`src/rtl/spi_rtc_pkg.sv`:
```
package spi_rtc_pkg;

  // serial word size
  localparam int WORD_W = 8;

  // instruction bytes acted upon; all others are absorbed
  localparam logic [WORD_W-1:0] OP_CLK_RD = 8'h13;
  localparam logic [WORD_W-1:0] OP_CLK_WR = 8'h12;

  typedef enum logic [2:0] {
    PH_OPCODE,
    PH_ADDR,
    PH_WRITE,
    PH_READ,
    PH_SKIP
  } phase_e;

  // strobes from control to datapath
  typedef struct packed {
    logic loadAddr;     // address byte just completed
    logic writeByte;    // write data byte just completed
    logic readAdvance;  // read data byte just completed
    logic readActive;   // read data phase in progress
  } ctrl_strb_t;

endpackage

```
`src/rtl/spi_rtc_datapath.sv`:
```
module spi_rtc_datapath
  import spi_rtc_pkg::*;
#(
  parameter int ADDR_W      = 8,
  parameter int LAST_ADDR   = 31,
  parameter int SYNC_STAGES = 2
) (
  input  logic              clk,
  input  logic              rstN,
  input  logic              sck,
  input  logic              csN,
  input  logic              mosi,
  input  ctrl_strb_t        strb,
  input  logic [WORD_W-1:0] regRdata,
  output logic              csActive,
  output logic              byteDone,
  output logic [WORD_W-1:0] rxByte,
  output logic [ADDR_W-1:0] regAddr,
  output logic [WORD_W-1:0] regWdata,
  output logic              regWe,
  output logic              miso
);

  localparam int BIT_W = $clog2(WORD_W);
  localparam logic [BIT_W-1:0] LAST_BIT = BIT_W'(WORD_W - 1);
  localparam logic [ADDR_W-1:0] TOP_ADDR = ADDR_W'(LAST_ADDR);

  logic [SYNC_STAGES-1:0] sckPipe;
  logic [SYNC_STAGES-1:0] csPipe;
  logic [SYNC_STAGES-1:0] mosiPipe;
  logic                   sckLast;
  logic                   sckSync;
  logic                   mosiSync;
  logic                   sckRise;
  logic                   sckFall;
  logic [BIT_W-1:0]       bitCnt;
  logic [WORD_W-1:0]      rxShift;
  logic [WORD_W-1:0]      txShift;
  logic [ADDR_W-1:0]      addrQ;
  logic [ADDR_W-1:0]      addrNext;

  // input synchronisers
  always_ff @(posedge clk or negedge rstN) begin
    if (!rstN) begin
      sckPipe  <= '0;
      csPipe   <= '1;
      mosiPipe <= '0;
      sckLast  <= 1'b0;
    end else begin
      sckPipe  <= {sckPipe[SYNC_STAGES-2:0], sck};
      csPipe   <= {csPipe[SYNC_STAGES-2:0], csN};
      mosiPipe <= {mosiPipe[SYNC_STAGES-2:0], mosi};
      sckLast  <= sckSync;
    end
  end

  assign sckSync  = sckPipe[SYNC_STAGES-1];
  assign mosiSync = mosiPipe[SYNC_STAGES-1];
  assign csActive = ~csPipe[SYNC_STAGES-1];
  assign sckRise  = csActive & sckSync & ~sckLast;
  assign sckFall  = csActive & ~sckSync & sckLast;

  // receive shifter and bit counter
  always_ff @(posedge clk or negedge rstN) begin
    if (!rstN) begin
      bitCnt   <= '0;
      rxShift  <= '0;
      byteDone <= 1'b0;
    end else begin
      byteDone <= sckRise && (bitCnt == LAST_BIT);
      if (!csActive) begin
        bitCnt <= '0;
      end else if (sckRise) begin
        bitCnt  <= bitCnt + 1'b1;
        rxShift <= {rxShift[WORD_W-2:0], mosiSync};
      end
    end
  end

  assign rxByte = rxShift;

  // transmit shifter: captured at the byte boundary, shifted on falling edges
  always_ff @(posedge clk or negedge rstN) begin
    if (!rstN) begin
      txShift <= '0;
    end else if (!csActive) begin
      txShift <= '0;
    end else if (sckFall && strb.readActive) begin
      if (bitCnt == '0) txShift <= regRdata;
      else              txShift <= {txShift[WORD_W-2:0], 1'b0};
    end
  end

  assign miso = strb.readActive & txShift[WORD_W-1];

  // address register with wrap
  assign addrNext = (addrQ >= TOP_ADDR) ? '0 : addrQ + 1'b1;

  always_ff @(posedge clk or negedge rstN) begin
    if (!rstN) begin
      addrQ    <= '0;
      regWe    <= 1'b0;
      regWdata <= '0;
    end else begin
      regWe <= strb.writeByte;
      if (strb.writeByte) regWdata <= rxByte;
      if (strb.loadAddr)         addrQ <= ADDR_W'(rxByte);
      else if (regWe)            addrQ <= addrNext;
      else if (strb.readAdvance) addrQ <= addrNext;
    end
  end

  assign regAddr = addrQ;

endmodule

```
`src/rtl/spi_rtc_control.sv`:
```
module spi_rtc_control
  import spi_rtc_pkg::*;
(
  input  logic              clk,
  input  logic              rstN,
  input  logic              csActive,
  input  logic              byteDone,
  input  logic [WORD_W-1:0] rxByte,
  output ctrl_strb_t        strb
);

  phase_e phase;
  logic   isRead;
  logic   byteIn;

  assign byteIn = byteDone & csActive;

  always_ff @(posedge clk or negedge rstN) begin
    if (!rstN) begin
      phase  <= PH_OPCODE;
      isRead <= 1'b0;
    end else if (!csActive) begin
      phase  <= PH_OPCODE;
      isRead <= 1'b0;
    end else if (byteIn) begin
      unique case (phase)
        PH_OPCODE: begin
          if (rxByte == OP_CLK_RD) begin
            phase  <= PH_ADDR;
            isRead <= 1'b1;
          end else if (rxByte == OP_CLK_WR) begin
            phase  <= PH_ADDR;
            isRead <= 1'b0;
          end else begin
            phase <= PH_SKIP;
          end
        end
        PH_ADDR:  phase <= isRead ? PH_READ : PH_WRITE;
        PH_WRITE: phase <= PH_WRITE;
        PH_READ:  phase <= PH_READ;
        default:  phase <= PH_SKIP;
      endcase
    end
  end

  always_comb begin
    strb.loadAddr    = byteIn && (phase == PH_ADDR);
    strb.writeByte   = byteIn && (phase == PH_WRITE);
    strb.readAdvance = byteIn && (phase == PH_READ);
    strb.readActive  = csActive && (phase == PH_READ);
  end

endmodule

```
`src/rtl/spi_rtc_slave.sv`:
```
module spi_rtc_slave
  import spi_rtc_pkg::*;
#(
  parameter int ADDR_W      = 8,
  parameter int LAST_ADDR   = 31,
  parameter int SYNC_STAGES = 2
) (
  input  logic              clk,
  input  logic              rstN,
  input  logic              sck,
  input  logic              csN,
  input  logic              mosi,
  output logic              miso,
  output logic [ADDR_W-1:0] regAddr,
  output logic [WORD_W-1:0] regWdata,
  output logic              regWe,
  input  logic [WORD_W-1:0] regRdata
);

  ctrl_strb_t        strb;
  logic              csActive;
  logic              byteDone;
  logic [WORD_W-1:0] rxByte;

  spi_rtc_control u_ctrl (
    .clk      (clk),
    .rstN     (rstN),
    .csActive (csActive),
    .byteDone (byteDone),
    .rxByte   (rxByte),
    .strb     (strb)
  );

  spi_rtc_datapath #(
    .ADDR_W      (ADDR_W),
    .LAST_ADDR   (LAST_ADDR),
    .SYNC_STAGES (SYNC_STAGES)
  ) u_dp (
    .clk      (clk),
    .rstN     (rstN),
    .sck      (sck),
    .csN      (csN),
    .mosi     (mosi),
    .strb     (strb),
    .regRdata (regRdata),
    .csActive (csActive),
    .byteDone (byteDone),
    .rxByte   (rxByte),
    .regAddr  (regAddr),
    .regWdata (regWdata),
    .regWe    (regWe),
    .miso     (miso)
  );

endmodule

```
`config.mk`:
```
export PLATFORM = sky130hd
export DESIGN_NAME = spi_rtc_slave
export DESIGN_NICKNAME = d
export VERILOG_FILES = /design/src/rtl/spi_rtc_pkg.sv /design/src/rtl/spi_rtc_datapath.sv /design/src/rtl/spi_rtc_control.sv /design/src/rtl/spi_rtc_slave.sv
export SDC_FILE = /design/constraint.sdc
export NUM_CORES = 1
export LEC_CHECK = 0
export BUFFER_PORTS_ARGS = -buffer_cell sky130_fd_sc_hd__buf_2
export CORE_MARGIN = 3
export CORE_UTILIZATION = 43
export DETAILED_ROUTE_END_ITERATION = 12
export GPL_TIMING_DRIVEN = 0
export PLACE_DENSITY = 0.66
export SLEW_MARGIN = 20
export SYNTH_ARGS = -nofsm -noshare
export SYNTH_HDL_FRONTEND = slang
export SYNTH_HIERARCHICAL = 1
export SYNTH_SLANG_ARGS = --single-unit
```
`constraint.sdc`:
```
create_clock -name clk -period 3 [get_ports clk]
set_input_delay 0 -clock clk [delete_from_list [all_inputs] [get_ports clk]]
set_output_delay 0 -clock clk [all_outputs]
set_load 0.01 [all_outputs]
```
Yosys cells after proc, flatten, opt, wreduce, memory -nomap -nowiden
Cells that the tools add are included.

storage, ports and cells
  input port bits = 13
  register bits after elaboration = 48
  logic and storage cells = 67
  output and inout bits = 18

operators by class
  $lt $le $gt $ge = 1
  add/sub/neg operators = 2
  bitwise gates (word level) = 9
  mux-type cells = 20
  eq/ne operators = 6
  reductions and logical operators = 16

operators by type and width
  operator                                                            number
  2-to-1 mux 8 bit                                                    7
  2-to-1 mux 3 bit                                                    6
  equality test 8 x 5 -> 1 bit (second input constant)                2
  one-hot mux 3 bit (4 select lines)                                  1
  adder 8 x 1 -> 8 bit (second input constant)                        1
  greater-or-equal comparator 8 x 5 -> 1 bit (second input constant)  1
  nonzero test 2 bit                                                  4
  AND 1 bit                                                           6
  equality test 3 x 2 -> 1 bit (second input constant)                2
  logical AND 1 bit                                                   6
  zero test 3 bit                                                     2
  2-to-1 mux 1 bit                                                    6
  nonzero test 3 bit                                                  2
  adder 3 x 1 -> 3 bit (second input constant)                        1
  equality test 3 x 1 -> 1 bit (second input constant)                1
  equality test 3 bit (second input constant)                         1
  NOT 1 bit                                                           3
  AND reduction 3 bit                                                 1
  AND reduction 2 bit                                                 1

Longest topological paths before layout
Gate-level depths: netlist (run 1).

  depth in word-level cells = 6
  gate-level depth with buffers = 9
  mapped depth without buffers = 7

Hierarchy
Netlist (run 1), hierarchy kept.

modules (own cells, without submodules)
  module            times used  area each (µm²)  seq. area each (µm²)  cells each
  spi_rtc_datapath  1           1806.7           1103.6                135
  spi_rtc_control   1           265.3            100.1                 27

Worst setup path after synthesis (run 1)
Ideal clock, no wire load.

  path kind = reg2reg
  start point = reg u_dp.csPipe[1]
  end point = reg u_dp.addrQ[5] (netlist: u_dp/regAddr[5])
  data required time = 2.923 ns
  path slack = 0.861 ns
  clock period less this slack = 2.139 ns
  cell stages (with the launch flop) = 8
  buffers on the path = 1
  library setup time = 0.077 ns
  arrival = 2.062 ns
  cells stage by stage = dfstp_2 > clkbuf_1 > inv_1 > nand2_1 > nor4b_1 > or4_4 > or4b_1 > a21oi_1

RTL lines
  element                 line                     source
  start, declared         spi_rtc_datapath.sv:29   logic [SYNC_STAGES-1:0] csPipe;
  start signal, assigned  spi_rtc_datapath.sv:51   csPipe <= {csPipe[SYNC_STAGES-2:0], csN};
  end signal, assigned    spi_rtc_datapath.sv:107  if (strb.loadAddr) addrQ <= ADDR_W'(rxByte);
  end signal, assigned    spi_rtc_datapath.sv:108  else if (regWe) addrQ <= addrNext;
  end signal, assigned    spi_rtc_datapath.sv:109  else if (strb.readAdvance) addrQ <= addrNext;
  end, declared           spi_rtc_datapath.sv:39   logic [ADDR_W-1:0] addrQ;

==> metrics.txt, run 1 <==
max-cap check violation count=0; number of endpoints with negative hold slack in the final report=0; worst stage delay on the critical path=0.73 ns; outcome=complete, no violations; final instance area=2500 um^2; # diodes=0; unrepaired setup endpoints after global routing=no; worst vdd ir=0.306 mV; library cell with the largest summed area after synthesis=dfrtp_1; count of buffers added by post-CTS timing repair for setup=0; count of flip-flops with a built-in enable after synthesis=0; Clock Tree Root=clkbuf_8; fmax=378 MHz; DRC marker count from the first detailed-route iteration=151; post-synthesis register bit count=48; largest net degree at the start of global routing=49; vias per std cell=5.54; starting utilization of the core area=46.0%; cell count after synthesis=162; sum of net half-perimeters after detailed placement=2850 um; global-route wire length before repair=6670 um; clock buffer depth=2; GR Util met2=24.3%; cell mode on critical path=clkbuf_1; Place WS=0.464 ns; antenna violations before repair=0; most frequent standard cell in the layout excluding fill and tap cells=dfrtp_1; Critical Path End Type=flop; CTS tree=yes; category of the worst setup path launch point=flop; Routability Congestion=0.845; Final Power=1.29 mW; aggregate negative setup slack=0 ns; TritonRoute pass-1 iters=4; cts repair resizes=0; Req. time, crit path=3.21 ns; growth of design area from synthesis to finish=20.7%; DIE AREA=5690 um^2; count of warnings emitted by yosys=6; slew at the pin closest to its max-slew limit=0.888 ns; vias post-DR=1462; GR Util All Layers=15.9%; maximum fanout along the worst path=10; count of nets after finishing=228; average wire length per cell after detail routing=15.4 um; num rows=24; met1 Resource Use GR=21.3%; static leakage power=1.25 nW; Main synth FF type=dfrtp_1; power density of the placed cells=517 nW/um^2; Final Slew Violations=0; share of final-layout standard cells stronger than drive strength 1=28.8%; area of the core=4500 um^2; fraction of the cycle the final worst path needs=88.2%; sink count of the clock tree=48; worst slew margin relative to its limit=40.3%; Layout Skew=0.0106 ns; CTS clock-pin slew for the worst setup and hold paths=0.09 ns; mean cell area of the mapped netlist=12.8 um^2; CP max stage cell=nor4_1; vias in the first global route=1379; sequential share of the synthesized area=58.1%; met3 track demand over resource in global routing=4.49%; leftover overflow at the end of global routing=0; cell area reported after detailed placement=2290 um^2; DRT antenna net count=0; placed instance count=244; total CTS buffers=5; critical setup path kind=reg2reg; Final Non-Filler Cells=264; shortest clock period the worst path allows after layout=2.65 ns; highest-count cells in the layout ignoring fill and taps=dfrtp_1, buf_2, mux2_2; number of nets produced by synthesis=179; min-delay worst type=in2async; detailed-route DRC error count=0; floorplan die height=75.4 um; Cell variety after synth=39; Final Routed Wirelength=4070 um; post-synthesis async set-or-reset flop share=100%; CP arrival=2.86 ns; most utilized layer in the global route result=met2; CTS H-tree lvls=2; Buffers on Ports=30; number of setup violations in the final report=0; post-route setup slack=0.353 ns; proportion of netlist area held by the largest area contributor=55.6%; largest cells by area after synthesis=dfrtp_1, mux2_2, mux2i_1; number of I/O pins=31; cell-by-cell trace of the critical path=clkbuf_1 -> inv_1 -> nand2_1 -> nor4b_1 -> clkbuf_1 -> nor4_1 -> a32oi_1 -> o21ai_0; post-synthesis instance area=2070 um^2; width of the die=75.4 um; worst-skew pair later-pin latency=0.30 ns
-- synthesized netlist by cell type, drive strengths merged, types with 4 or more instances --
| master | number |
|---|---|
| mux2i | 10 |
| o2bb2ai | 9 |
| dfrtp | 46 |
| a21oi | 6 |
| ha | 4 |
| nor2 | 8 |
| clkbuf | 6 |
| nand2 | 8 |
| mux2 | 16 |
| inv | 6 |
-- critical path: cells and delay by family (launching register included) --
kind / cells / cell delay, ns
simple gates: 3 / 0.97
compound gates: 2 / 0.43
buf+inv: 3 / 0.65
flops: 1 / 0.52
-- worst paths after layout --
kind / startpoint / to / slack (ns) / cells after the start
max reg2reg: u_dp/csPipe[1] / u_dp/regAddr[1] / 0.35 / 8
min reg2reg: u_dp/mosiPipe[0] / u_dp/mosiPipe[1] / 0.35 / 0
min: rstN / u_dp/regAddr[5] / 0.24 / 2
max: u_dp/csPipe[1] / u_dp/regAddr[1] / 0.35 / 8
max in group asynchronous: rstN / u_dp/bitCnt[1] / 2.35 / 2
min in group clk: csN / u_dp/csPipe[0] / 0.35 / 2
-- layout make-up --
type	instances	area [um^2]
buffer	6	22.5
clock buffer	8	90.1
fill	373	2000
inverter	6	22.5
multi-input combinational	102	823
sequential	48	1200
tap	52	65.1
timing repair buffer	42	273
-- through the flow --
stage               hold slack (ns)  util (%)
detailed placement            0.107      50.8
floorplan                    -0.296         -
global route                  0.300      55.5
CTS                           0.329      55.4
global placement              0.106      50.8
finish                        0.242      55.5
-- what timing repair did --
action | CTS | global route
hold buffers | 12 | 0
hold endpoints to repair | 57 | 0
setup endpoints to repair | 0 | 0
-- state kept, by name, summed over array words and instances, names as in the netlist, 2 cells and up --
| register | flops |
|---|---|
| u_dp/regAddr | 8 |
| u_dp/regWdata | 8 |
| u_dp/rxByte | 8 |
| u_dp/txShift | 8 |
| u_ctrl/phase | 3 |
| u_dp/bitCnt | 3 |
| u_dp/csPipe | 2 |
| u_dp/mosiPipe | 2 |
| u_dp/sckPipe | 2 |
-- where the power goes --
| group | switching [mW] | internal (mW) |
|---|---|---|
| clock | 0.196 | 0.188 |
| sequential | 0.0756 | 0.697 |
| combinational | 0.0554 | 0.0793 |
| total | 0.327 | 0.965 |
-- per-layer routing --
layer  part of all wire (%)  routed length [um]
met1                     45                1830
met2                     48                1960
met3                    4.9                 200
met4                    1.9                  76
met5                      0                   0
-- cells by family after synthesis --
group                    after synthesis  share of synthesized area (%)
AND/OR/NAND/NOR                       40                           12.0
multiplexers                          26                           13.5
XOR/XNOR                               1                          0.423
flip-flops                            48                           58.1
adder cells (fa/ha/maj)                4                           2.42
AO/OA/AOI/OAI                         31                           11.4
buffers and inverters                 12                           2.17
(Power assumes the default switching activity.)
==> run 2: changes to the inputs <==
- CTS_BUF_LIST: unset -> sky130_fd_sc_hd__clkbuf_8
==> run 2 against run 1 <==
  * Total power decreased by 0.50%
  * Worst hold slack about the same
  * Setup slack about the same
  * Global-route usage unchanged
  * Critical path depth unchanged
  * Count of clock-buffer cells in the layout decreased by 2
  * Clock power decreased by 2%
  * First-iteration DRC count increased by 2.0%
  * Register-to-register slack about the same
  * Core utilization unchanged
  * Critical endpoint unchanged
  * Largest power group unchanged
==> metrics.txt, run 2 (synthesis results as in run 1) <==
outcome=complete, no violations (unchanged); global-route wire length before repair=6670 um (unchanged); width of the die=75.4 um (unchanged); Layout Skew=0.0104 ns (was 0.0106 ns); detailed-route DRC error count=0 (unchanged); worst slew margin relative to its limit=40.3% (about the same); largest net degree at the start of global routing=49 (unchanged); cell-by-cell trace of the critical path=clkbuf_1 -> inv_1 -> nand2_1 -> nor4b_1 -> clkbuf_1 -> nor4_1 -> a32oi_1 -> o21ai_0 (unchanged); total CTS buffers=5 (unchanged); Req. time, crit path=3.21 ns (about the same); CP arrival=2.86 ns (about the same); Buffers on Ports=30 (unchanged); category of the worst setup path launch point=flop (unchanged); # diodes=0 (unchanged); max-cap check violation count=0 (unchanged); fraction of the cycle the final worst path needs=88.3% (was 88.2%); slew at the pin closest to its max-slew limit=0.888 ns (about the same); Critical Path End Type=flop (unchanged); power density of the placed cells=514 nW/um^2 (was 517 nW/um^2); number of I/O pins=31 (unchanged); critical setup path kind=reg2reg (unchanged); clock buffer depth=2 (unchanged); maximum fanout along the worst path=10 (unchanged); vias post-DR=1457 (was 1462); cell mode on critical path=clkbuf_1 (unchanged); leftover overflow at the end of global routing=0 (unchanged); worst stage delay on the critical path=0.73 ns (about the same); floorplan die height=75.4 um (unchanged); sink count of the clock tree=48 (unchanged); starting utilization of the core area=46.0% (unchanged); Reg-to-Reg End=u_dp/regAddr[1] (unchanged); cell type group with the largest total delay on the critical path=simple AND/OR/NAND/NOR gates (unchanged); DRC marker count from the first detailed-route iteration=154 (was 151); area of the core=4500 um^2 (unchanged); Post-Route Hold Slack=0.241 ns (was 0.242 ns); Clock Tree Root=clkbuf_8 (unchanged); min-delay worst type=in2async (unchanged); cts repair resizes=0 (unchanged); vias per std cell=5.52 (was 5.54); unrepaired setup endpoints after global routing=no (unchanged); number of setup violations in the final report=0 (unchanged); Final Slew Violations=0 (unchanged); Final Routed Wirelength=4060 um (was 4070 um); average wire length per cell after detail routing=15.4 um (about the same); depth of the worst register-to-register path=8 (unchanged); DIE AREA=5690 um^2 (unchanged); highest-count cells in the layout ignoring fill and taps=dfrtp_1, buf_2, mux2_2 (unchanged); count of nets after finishing=228 (unchanged); most frequent standard cell in the layout excluding fill and tap cells=dfrtp_1 (unchanged); TritonRoute pass-1 iters=4 (unchanged); worst vdd ir=0.307 mV (was 0.306 mV); num rows=24 (unchanged); GR Util All Layers=15.9% (unchanged); CTS H-tree lvls=2 (unchanged); antenna violations before repair=0 (unchanged); Critical Path Stages=8 (unchanged); static leakage power=1.26 nW (was 1.25 nW); worst r2r src=u_dp/csPipe[1] (unchanged); shortest clock period the worst path allows after layout=2.65 ns (about the same); share of final-layout standard cells stronger than drive strength 1=28.8% (unchanged); vias in the first global route=1379 (unchanged); number of endpoints with negative hold slack in the final report=0 (unchanged); aggregate negative setup slack=0 ns (unchanged); DRT antenna net count=0 (unchanged); WP buf/inv=3 (unchanged); CP max stage cell=nor4_1 (unchanged); Routability Congestion=0.845 (unchanged); worst reg2reg setup slack=0.35 ns (about the same); fmax=378 MHz (about the same); sum of net half-perimeters after detailed placement=2850 um (unchanged); worst-skew pair later-pin latency=0.30 ns (about the same); layout filler cell count=373 (unchanged); CTS tree=yes (unchanged); growth of design area from synthesis to finish=20.7% (unchanged); CTS clock-pin slew for the worst setup and hold paths=0.09 ns (about the same)
## run 2: changes by cell type in the layout (fill, tap and decap cells not counted), sizes merged
| cell | change |
|---|---|
| clkbuf | -2 |
| inv | +2 |
## run 2: power by group
group	internal (mW)	switching, mW	leakage [nW]	total (mW)
registers	0.697	0.0756	0.640	0.773
logic	0.0793	0.0553	0.564	0.135
clock network	0.181	0.196	0.0538	0.377
total	0.958	0.327	1.26	1.28
## run 2: metrics by stage
step / cells / setup slack (ns) / util [%] / cell area, um^2 / power [mW]
final: 264 / 0.352 / 55.5 / 2500 / 1.28
after global routing: 264 / 0.143 / 55.5 / 2500 / 1.36
after CTS: 264 / 0.435 / 55.4 / 2500 / 1.30
after detailed placement: 244 / 0.464 / 50.8 / 2290 / 0.910
after global placement: 244 / 0.508 / 50.8 / 2290 / 0.901
after floorplan: 162 / 0.861 / - / 2070 / 0.849
## run 2: what timing repair did
action | 4_1_cts | 5_1_grt
buffers inserted | 0 | 0
hold endpoints to repair | 57 | 0
hold buffers | 12 | 0
## run 2: layout make-up
type	instances	area (um^2)	share of cell area, %
repair buffers	42	273	10.9
clock buffers	6	82.6	3.30
inverters	6	22.5	0.901
flip-flops and latches	48	1200	48.1
multi-input cells	102	823	32.9
plain buffers	6	22.5	0.901
clock inverters	2	7.51	0.300
well taps	52	65.1	2.60
## run 2: routing by layer
metal	global-route usage, %	up-vias	share of wire [%]
met3	4.49	8	5.0
met4	6.80	0	1.9
li1	-	692	-
met2	24.3	40	48
met5	0	-	0
met1	21.3	717	45
## run 2: worst max path at each step
stage,endpoint,slack [ns],start
after global placement,u_dp/regAddr[4],0.51,u_dp/csPipe[1]
after CTS,u_dp/regAddr[4],0.43,u_dp/csPipe[1]
after detailed placement,u_dp/regAddr[4],0.46,u_dp/csPipe[1]
after floorplan,u_dp/regAddr[5],0.86,u_dp/csPipe[1]
after global routing,u_dp/regAddr[1],0.14,u_dp/csPipe[1]
final,u_dp/regAddr[1],0.35,u_dp/csPipe[1]
==> run 3: changes to the inputs <==
- ABC_AREA: unset -> 1
- CORE_UTILIZATION: 43 -> 50
- PLACE_DENSITY: 0.66 -> 0.74
==> run 3 against run 2 <==
  * Flip-flop and latch count unchanged
  * Clock power rose by 2%
  * Final area grew 7.0%
  * Largest power group unchanged
  * Highest routed layer unchanged
==> metrics.txt, run 3 <==
width of the die=73.2 um (was 75.4 um); xor and xnor area share after synthesis=0% (was 0.423%); slew at the pin closest to its max-slew limit=0.593 ns (was 0.888 ns); Routability Congestion=0.781 (was 0.845); number of endpoints with negative hold slack in the final report=0 (unchanged); aggregate negative setup slack=0 ns (unchanged); synthesized-area fraction occupied by and/or/nand/nor cells=19.9% (was 12.0%); area of the core=4170 um^2 (was 4500 um^2); unrepaired setup endpoints after global routing=no (unchanged); outcome=complete, no violations (unchanged); # diodes=0 (unchanged); largest cells by area after synthesis=dfrtp_1, nand2_1, o21ai_2 (was dfrtp_1, mux2_2, mux2i_1); CTS tree=yes (unchanged); worst slew margin relative to its limit=60.5% (was 40.3%); library cell with the largest summed area after synthesis=dfrtp_1 (unchanged); largest family of logic cells by synthesized area=simple AND/OR/NAND/NOR gates (was multiplexers); proportion of netlist area held by the largest area contributor=51.0% (was 55.6%); power density of the placed cells=455 nW/um^2 (was 514 nW/um^2); Critical Path End Type=flop (unchanged); min-delay worst type=in2reg (was in2async); Clock Tree Root=clkbuf_8 (unchanged); total CTS buffers=5 (unchanged); Final Slew Violations=0 (unchanged); average wire length per cell after detail routing=12.3 um (was 15.4 um); growth of design area from synthesis to finish=18.4% (was 20.7%); static leakage power=1.36 nW (was 1.26 nW); floorplan die height=73.2 um (was 75.4 um); most frequent standard cell in the layout excluding fill and tap cells=dfrtp_1 (unchanged); worst vdd ir=0.299 mV (was 0.307 mV); Cell variety after synth=30 (was 39); cell with the most instances after synthesis=dfrtp_1 (unchanged); DRT antenna net count=0 (unchanged); fraction of the cycle the final worst path needs=66.4% (was 88.3%); leftover overflow at the end of global routing=0 (unchanged); fmax=502 MHz (was 378 MHz); Layout Skew=0.00620 ns (was 0.0104 ns); count of warnings emitted by yosys=6 (unchanged); CTS H-tree lvls=2 (unchanged); number of nets produced by synthesis=259 (was 179); count of flip-flops with a built-in enable after synthesis=0 (unchanged); Main synth FF type=dfrtp_1 (unchanged); shortest clock period the worst path allows after layout=1.99 ns (was 2.65 ns); critical setup path kind=reg2reg (unchanged); category of the worst setup path launch point=flop (unchanged); number of I/O pins=31 (unchanged); max-cap check violation count=0 (unchanged); post-synthesis instance area=2260 um^2 (was 2070 um^2); maximum fanout along the worst path=10 (unchanged); vias per std cell=5.08 (was 5.52); CP arrival=2.22 ns (was 2.86 ns); number of setup violations in the final report=0 (unchanged); share of final-layout standard cells stronger than drive strength 1=28.2% (was 28.8%); vias in the first global route=1636 (was 1379); global-route wire length before repair=7110 um (was 6670 um); Req. time, crit path=3.22 ns (was 3.21 ns); sink count of the clock tree=48 (unchanged); count of nets after finishing=307 (was 228); post-synthesis async set-or-reset flop share=100% (unchanged); starting utilization of the core area=54.1% (was 46.0%); complex-gate fraction of the synthesized area=15.8% (was 11.4%); antenna violations before repair=0 (unchanged); num rows=23 (was 24); Buffers on Ports=30 (unchanged); post-synthesis mux area share=0.499% (was 13.5%); TritonRoute pass-1 iters=4 (unchanged); clock buffer depth=2 (unchanged); cell count after synthesis=242 (was 162); post-synthesis adder-cell area fraction=2.22% (was 2.42%); GR Util All Layers=17.4% (was 15.9%); CTS clock-pin slew for the worst setup and hold paths=0.08 ns (was 0.09 ns); post-synthesis register bit count=48 (unchanged); DIE AREA=5360 um^2 (was 5690 um^2); mean cell area of the mapped netlist=9.33 um^2 (was 12.8 um^2); worst-skew pair later-pin latency=0.30 ns (about the same); Commonest cells post-synth=dfrtp_1, nand2_1, inv_1 (was dfrtp_1, mux2_2, mux2i_1); Util after Layout=64.1% (was 55.5%); sequential share of the synthesized area=53.3% (was 58.1%); detailed-route DRC error count=0 (unchanged); vias post-DR=1733 (was 1457); Final Routed Wirelength=4180 um (was 4060 um); DRC marker count from the first detailed-route iteration=105 (was 154); largest net degree at the start of global routing=49 (unchanged); sum of net half-perimeters after detailed placement=2960 um (was 2850 um); highest-count cells in the layout ignoring fill and taps=dfrtp_1, nand2_1, inv_1 (was dfrtp_1, buf_2, mux2_2)
-- run 3: path summary, 6_finish.rpt --
kind | from | to | slack, ns | cells after the start
max | u_dp/csPipe[1] | u_dp/regWdata[2] | 1.01 | 8
min | regRdata[7] | u_dp/txShift[7] | 0.009 | 3
max reg2reg | u_dp/csPipe[1] | u_dp/regWdata[2] | 1.01 | 8
min reg2reg | u_dp/mosiPipe[0] | u_dp/mosiPipe[1] | 0.35 | 0
max in group asynchronous | rstN | u_dp/regWdata[2] | 2.35 | 2
min in group asynchronous | rstN | u_dp/regWe | 0.24 | 2
-- run 3: area by class of cell --
class | instances | area [um^2]
Clock buffer | 6 | 82.6
Inverter | 37 | 141
Timing Repair Buffer | 41 | 263
Clock inverter | 2 | 7.51
Multi-Input combinational cell | 152 | 870
Buffer | 5 | 43.8
Tap cell | 50 | 62.6
Sequential cell | 48 | 1200
Fill cell | 374 | 1500
-- run 3: report_power, final --
part	internal, mW	switching [mW]	leakage (nW)
Sequential	0.677	0.0301	0.640
Clock	0.181	0.202	0.0538
Combinational	0.0491	0.0779	0.670
-- run 3: logic make-up (layout without fill, tap and decap cells) --
family          after synthesis  count (layout)
buf+inv                      42              91
mux                           1               1
flops                        48              48
simple gates                 95              95
compound gates               52              52
fa+ha+maj                     4               4
-- run 3: per-stage QoR --
step | hold slack (ns) | setup WS (ns) | std cells | power (mW) | cell area, um^2
finish | 0.00868 | 1.01 | 341 | 1.22 | 2670
global route | 0.0268 | 0.817 | 341 | 1.28 | 2670
CTS | 0.00629 | 0.980 | 341 | 1.24 | 2670
detailed placement | 0.107 | 1.01 | 322 | 0.838 | 2470
global placement | 0.106 | 1.02 | 322 | 0.835 | 2470
floorplan | -0.296 | 1.43 | 242 | 0.794 | 2260
-- run 3: layer usage --
layer  routed length [um]  GRT usage [%]  up-vias
li1                     -              -      866
met1                 1880           20.5      824
met2                 2030           30.2       38
met3                  210           4.41        5
met4                   62           6.97        0
met5                    0              0        -
-- run 3: timing repair --
item	in CTS	in global routing
buffers inserted	0	0
hold buffers	11	0
hold endpoints to repair	56	0
gates resized for setup	0	0
-- run 3: worst max-delay path: stages, from the launching register on --
cell	delay (ns)
dfstp_2	0.39
inv_2	0.20
nand2_1	0.17
inv_1	0.12
nand2_1	0.08
nor2_1	0.45
buf_2	0.33
nor2_1	0.07
a21oi_1	0.11
